## src/rtl/usb_irq_pkg.sv

```systemverilog
package usb_irq_pkg;
    localparam int DATA_W   = 32;
    localparam int ADDR_W   = 8;
    localparam int DEV_EVTS = 18;
    localparam int EP_NUM   = 21;
    localparam int SUM_BIT  = 16;

    localparam logic [ADDR_W-1:0] OFS_ENABLE = 8'h08;
    localparam logic [ADDR_W-1:0] OFS_STATUS = 8'h0C;
    localparam logic [ADDR_W-1:0] OFS_EP_EN  = 8'h10;
    localparam logic [ADDR_W-1:0] OFS_EP_STS = 8'h18;

    localparam logic [DATA_W-1:0] EN_MASK  = (DATA_W'(1) << DEV_EVTS) - 1;
    localparam logic [DATA_W-1:0] STS_MASK = EN_MASK & ~(DATA_W'(1) << SUM_BIT);
    localparam logic [DATA_W-1:0] EP_MASK  = (DATA_W'(1) << EP_NUM) - 1;

    typedef enum logic [2:0] {
        SEL_NONE,
        SEL_ENABLE,
        SEL_STATUS,
        SEL_EP_EN,
        SEL_EP_STS
    } reg_sel_e;
endpackage

```

## src/rtl/w1c_bank.sv

```systemverilog
module w1c_bank #(
    parameter int               W    = 32,
    parameter logic [W-1:0]     MASK = '1
) (
    input  logic         clk,
    input  logic         rst_n,
    input  logic [W-1:0] set_i,
    input  logic [W-1:0] clr_i,
    output logic [W-1:0] sts_o
);
    logic [W-1:0] sts_q;
    logic [W-1:0] sts_d;

    always_comb begin
        sts_d = ((sts_q & ~clr_i) | set_i) & MASK;
    end

    always_ff @(posedge clk or negedge rst_n) begin
        if (!rst_n) sts_q <= '0;
        else        sts_q <= sts_d;
    end

    assign sts_o = sts_q;

    // a cleared bit with no competing event is low afterwards
    p_clear_takes_r3: assert property (@(posedge clk) disable iff (!rst_n)
        (|(clr_i & ~set_i)) |=> ((sts_q & $past(clr_i & ~set_i)) == '0));

    // an event sets its bit even if a clear hits it in the same cycle
    p_set_wins_r4: assert property (@(posedge clk) disable iff (!rst_n)
        (|(set_i & MASK)) |=> ((sts_q & $past(set_i & MASK)) == $past(set_i & MASK)));

    // no event and no clear, bank holds
    p_hold_r3: assert property (@(posedge clk) disable iff (!rst_n)
        ((set_i == '0) && (clr_i == '0)) |=> $stable(sts_q));
endmodule

```

## src/rtl/mask_reg.sv

```systemverilog
module mask_reg #(
    parameter int           W    = 32,
    parameter logic [W-1:0] MASK = '1
) (
    input  logic         clk,
    input  logic         rst_n,
    input  logic         we_i,
    input  logic [W-1:0] wdata_i,
    output logic [W-1:0] q_o
);
    logic [W-1:0] q;

    always_ff @(posedge clk or negedge rst_n) begin
        if (!rst_n)    q <= '0;
        else if (we_i) q <= wdata_i & MASK;
    end

    assign q_o = q;

    // a written value is visible after the edge
    p_write_lands_r8: assert property (@(posedge clk) disable iff (!rst_n)
        we_i |=> (q == ($past(wdata_i) & MASK)));
endmodule

```

## src/rtl/usb_evt_irq_unit.sv

```systemverilog
module usb_evt_irq_unit
    import usb_irq_pkg::*;
(
    input  logic              clk,
    input  logic              rst_n,
    input  logic              bus_wr_i,
    input  logic [ADDR_W-1:0] bus_addr_i,
    input  logic [DATA_W-1:0] bus_wdata_i,
    output logic [DATA_W-1:0] bus_rdata_o,
    input  logic [DEV_EVTS-1:0] dev_evt_i,
    input  logic [EP_NUM-1:0] ep_ack_evt_i,
    output logic              irq_o
);
    reg_sel_e          sel;
    logic [DATA_W-1:0] en_q, sts_q, ep_en_q, ep_sts_q, sts_view;
    logic [DATA_W-1:0] sts_clr, ep_clr;
    logic              ep_summary;

    always_comb begin
        unique case (bus_addr_i)
            OFS_ENABLE: sel = SEL_ENABLE;
            OFS_STATUS: sel = SEL_STATUS;
            OFS_EP_EN:  sel = SEL_EP_EN;
            OFS_EP_STS: sel = SEL_EP_STS;
            default:    sel = SEL_NONE;
        endcase
    end

    assign sts_clr = (bus_wr_i && sel == SEL_STATUS) ? bus_wdata_i : '0;
    assign ep_clr  = (bus_wr_i && sel == SEL_EP_STS) ? bus_wdata_i : '0;

    mask_reg #(.W(DATA_W), .MASK(EN_MASK)) u_en (
        .clk(clk), .rst_n(rst_n),
        .we_i(bus_wr_i && sel == SEL_ENABLE),
        .wdata_i(bus_wdata_i), .q_o(en_q));

    mask_reg #(.W(DATA_W), .MASK(EP_MASK)) u_ep_en (
        .clk(clk), .rst_n(rst_n),
        .we_i(bus_wr_i && sel == SEL_EP_EN),
        .wdata_i(bus_wdata_i), .q_o(ep_en_q));

    w1c_bank #(.W(DATA_W), .MASK(STS_MASK)) u_sts (
        .clk(clk), .rst_n(rst_n),
        .set_i(DATA_W'(dev_evt_i)), .clr_i(sts_clr), .sts_o(sts_q));

    w1c_bank #(.W(DATA_W), .MASK(EP_MASK)) u_ep_sts (
        .clk(clk), .rst_n(rst_n),
        .set_i(DATA_W'(ep_ack_evt_i)), .clr_i(ep_clr), .sts_o(ep_sts_q));

    assign ep_summary = |(ep_sts_q & ep_en_q);

    always_comb begin
        sts_view          = sts_q;
        sts_view[SUM_BIT] = ep_summary;
    end

    always_comb begin
        unique case (sel)
            SEL_ENABLE: bus_rdata_o = en_q;
            SEL_STATUS: bus_rdata_o = sts_view;
            SEL_EP_EN:  bus_rdata_o = ep_en_q;
            SEL_EP_STS: bus_rdata_o = ep_sts_q;
            default:    bus_rdata_o = '0;
        endcase
    end

    assign irq_o = |(sts_view & en_q);

    // with every enable off the line stays low
    p_quiet_when_masked_r7: assert property (@(posedge clk) disable iff (!rst_n)
        (en_q == '0) |-> !irq_o);

    // the summary needs a pending endpoint bit
    p_summary_source_r6: assert property (@(posedge clk) disable iff (!rst_n)
        (ep_sts_q == '0) |-> !sts_view[SUM_BIT]);
endmodule

```

## config.mk

```make
export PLATFORM = sky130hd
export DESIGN_NAME = usb_evt_irq_unit
export DESIGN_NICKNAME = d
export VERILOG_FILES = /design/src/rtl/usb_irq_pkg.sv /design/src/rtl/w1c_bank.sv /design/src/rtl/mask_reg.sv /design/src/rtl/usb_evt_irq_unit.sv
export SDC_FILE = /design/constraint.sdc
export NUM_CORES = 1
export LEC_CHECK = 0
export BUFFER_PORTS_ARGS = -buffer_cell sky130_fd_sc_hd__buf_4
export CORE_ASPECT_RATIO = 0.6
export CORE_UTILIZATION = 38
export CTS_CLUSTER_DIAMETER = 150
export DETAILED_ROUTE_END_ITERATION = 8
export PLACE_DENSITY = 0.62
export RECOVER_POWER = 50
export SLEW_MARGIN = 20
export SYNTH_ARGS = -nofsm -noshare
export SYNTH_HDL_FRONTEND = slang
export SYNTH_SLANG_ARGS = --single-unit
```

## constraint.sdc

```tcl
create_clock -name clk -period 1.7 [get_ports clk]
set_input_delay 0.085 -clock clk [delete_from_list [all_inputs] [get_ports clk]]
set_output_delay 0.085 -clock clk [all_outputs]
set_load 0.01 [all_outputs]
```

==> impl_metrics.tcl <==
set metrics [dict create \
    placed_area_sq_um 4850 \
    p_clk_frac 0.447 \
    grt_pass1_vias 3388 \
    io_buffers 91 \
    cp_top_family "compound AO/OA/AOI/OAI gates" \
    dp_slack_ns -0.144 \
    path_clk_slew_ns 0.06 \
    coreArea_sq_um 9320 \
    cts_setup_buffers 0 \
    synth.yosys.seq_area_share 0.517 \
    drive_gt1_frac 0.402 \
    worstPathArrival_ns 1.98 \
    hold_class "input pin to flip-flop" \
    ios 115 \
    synthDistinctLibCells 31 \
    postRouteAntennaNets 0 \
    n_antenna_cell 0 \
    dieWidth_microns 130 \
    critPathMaxStageDelay_ns 0.39 \
    final_max_slew_viol_count 0 \
    dp_hpwl_microns 8400 \
    synth_area_leaders "dfrtp_1 (52%), mux2_2 (12%), a22oi_1 (8.5%), a21o_1 (7.7%), nand2_1 (4.3%)" \
    p_int_w 0.00343 \
    violations "negative setup slack" \
    clk_latency_ns 0.33 \
    fmax_ghz 0.484 \
    clockBufferDepth 2 \
    yosys.area.top_type "dfrtp_1" \
    finClkSkew_ns 0 \
    synth-main-ff-cell "dfrtp_1" \
    slew_headroom 0.507 \
    synth_top_area_share 0.517 \
    worst_setup_path_end_kind "output pin" \
    cp_cell_sequence "a22o_1, a221oi_1, nand4_1, a211o_1, buf_6" \
    viasPerCell 5.30 \
    ys_ff_latch 77 \
    syn_inst 316 \
    p_comb_frac 0.121 \
    grt_max_degree 32 \
    yosysMostFrequentCell "dfrtp_1" \
    vias 3330 \
    final.period_utilization 1.21 \
    cts-root-buf "clkbuf_16" \
    crit_slowest_cell "dfrtp_1" \
    ir_drop_mv 0.468 \
    design_area_sq_um 5550 \
    synth_edf_count 0 \
    die_area_sq_um 10200 \
    avgRoutedWirePerCell_microns 18.5 \
    synth_common_cells "dfrtp_1 (77), nand2_1 (43), a22oi_1 (42)" \
    async_reset_ff_frac 1.00 \
    yosysWarnings 0 \
    row_count 27 \
    dr.pass1.iters 4 \
    gr-usage-all-layers 0.245 \
    rsz0062_at_grt "true" \
    power_switching_w 0.00101 \
    hold_viol_final 0 \
    fin_ws_ns -0.364 \
    cts_buffers 9 \
    cellPowerDensity_nw_per_um2 800 \
    antenna_found_initial 0 \
    start_util 0.399 \
    cts_sinks 77 \
    tightest_slew_ns 0.732 \
    htree_levels 3 \
    areaGrowthSynthToFinish_pct 49.1 \
    p_sw_frac 0.227 \
    syn_avg_cell_area_sq_um 11.8 \
    crit_path_start_kind "flip-flop" \
    period_minus_slack_ns 2.06 \
    tns_ns -2.76 \
    synth_area_sq_um 3720 \
    die_y_microns 78.7 \
    maxCapViolations 0 \
    grt.overflow.total 0 \
    critPathMaxFanout 3 \
    grt_pass1_wl_microns 18200 \
    required_ns 1.62 \
    drtIter0Drc 260 \
    crit_type "flip-flop to output pin" \
    status "finished with violations" \
    p_leak_nw 2.39 \
    cts_tree "built" \
    routabilityCongestion 0.847 \
    drc 0 \
    final_nets 575 \
    setup_viol_count_final 19 \
    n_fill_cell 789 \
    crit_buf_inv 1 \
    p_seq_frac 0.431 \
    wirelength_microns 11600 \
]
==> worst paths after layout <==
check                           cells past startpoint  slack (ns)                         start                            to
max in group asynchronous                           3        0.39                         rst_n   u_ep_en.q_o[15]$_DFFE_PN0P_
min in group asynchronous                           2        0.35                         rst_n      u_sts.sts_o[0]$_DFF_PN0_
worst min register to register                      1        0.52  u_ep_sts.sts_o[11]$_DFF_PN0_  u_ep_sts.sts_o[11]$_DFF_PN0_
worst min-delay path                                2        0.01               bus_wdata_i[13]   u_ep_en.q_o[13]$_DFFE_PN0P_
worst max-delay path                                5       -0.36       u_en.q_o[0]$_DFFE_PN0P_                         irq_o
worst max register to register                      2        0.79    u_ep_en.q_o[4]$_DFFE_PN0P_    u_ep_en.q_o[4]$_DFFE_PN0P_
==> cells in the final DEF (no fill, tap or decap), types with 2 or more instances in the layout <==
cell,n
buf_4,126
dfrtp_1,77
nand2_1,43
dlygate4sd3_1,43
a22oi_1,42
mux2_2,40
a21o_1,38
o21ai_0,12
conb_1,11
clkbuf_16,9
a22o_1,7
o21ai_1,6
nor2_1,3
a221oi_2,3
clkbuf_8,3
clkinv_2,3
clkbuf_2,3
buf_12,3
nor3_1,2
and2_1,2
nand3_4,2
a222oi_1,2
nand4_1,2
clkbuf_1,2
buf_6,2
==> per-stage QoR <==
step / utilization / cells / power (W) / hold WS (ns)
detailed placement: 0.520 / 569 / 0.00240 / 0.0427
global route: 0.596 / 628 / 0.00459 / 0.00567
finish: 0.596 / 628 / 0.00444 / 0.0100
global placement: 0.520 / 569 / 0.00239 / 0.0406
CTS: 0.603 / 628 / 0.00448 / 0.00260
floorplan: - / 326 / 0.00211 / -0.211
==> flip-flops by register name, indices dropped and copies added, names as in the netlist <==
name            flops
u_en.q_o           18
u_sts.sts_o        17
u_ep_en.q_o        21
u_ep_sts.sts_o     21
==> layer usage <==
layer | vias up | GRT usage | part of all wire
met5 | - | 0 | 0
met4 | 0 | 0.0767 | 0.014
met3 | 15 | 0.0573 | 0.062
met2 | 133 | 0.365 | 0.44
met1 | 1661 | 0.350 | 0.49
li1 | 1521 | - | -
==> power by group through the flow <==
stage | combinational, W | sequential [W] | clock (W)
floorplan | 0.000177 | 0.00194 | 0
global placement | 0.000447 | 0.00194 | 0
detailed placement | 0.000454 | 0.00195 | 0
CTS | 0.000549 | 0.00192 | 0.00201
global route | 0.000587 | 0.00192 | 0.00209
finish | 0.000539 | 0.00192 | 0.00199
==> what timing repair did <==
action	in CTS	in global routing
hold buffers	43	0
pin swaps	2	1
gates resized for setup	6	6
endpoints found under the hold margin	72	0
setup endpoints to repair	3	7
==> final cells by class <==
type                            count  area, sq um  share of cell area
Clock inverter                      4         45.0             0.00811
Tap cell                          130          163              0.0293
Sequential cell                    77         1930               0.347
Multi-Input combinational cell    225         1660               0.299
Timing Repair Buffer              180         1490               0.268
Clock buffer                       12          267              0.0480
==> kinds of logic after synthesis <==
group | share of synthesized area
AOI/OAI and AO/OA | 0.222
buffers and inverters | 0.0507
DFF | 0.517
muxes | 0.121
other | 0.00101
and+or+nand+nor | 0.0880
No activity file was read; power rests on OpenSTA's default activity.
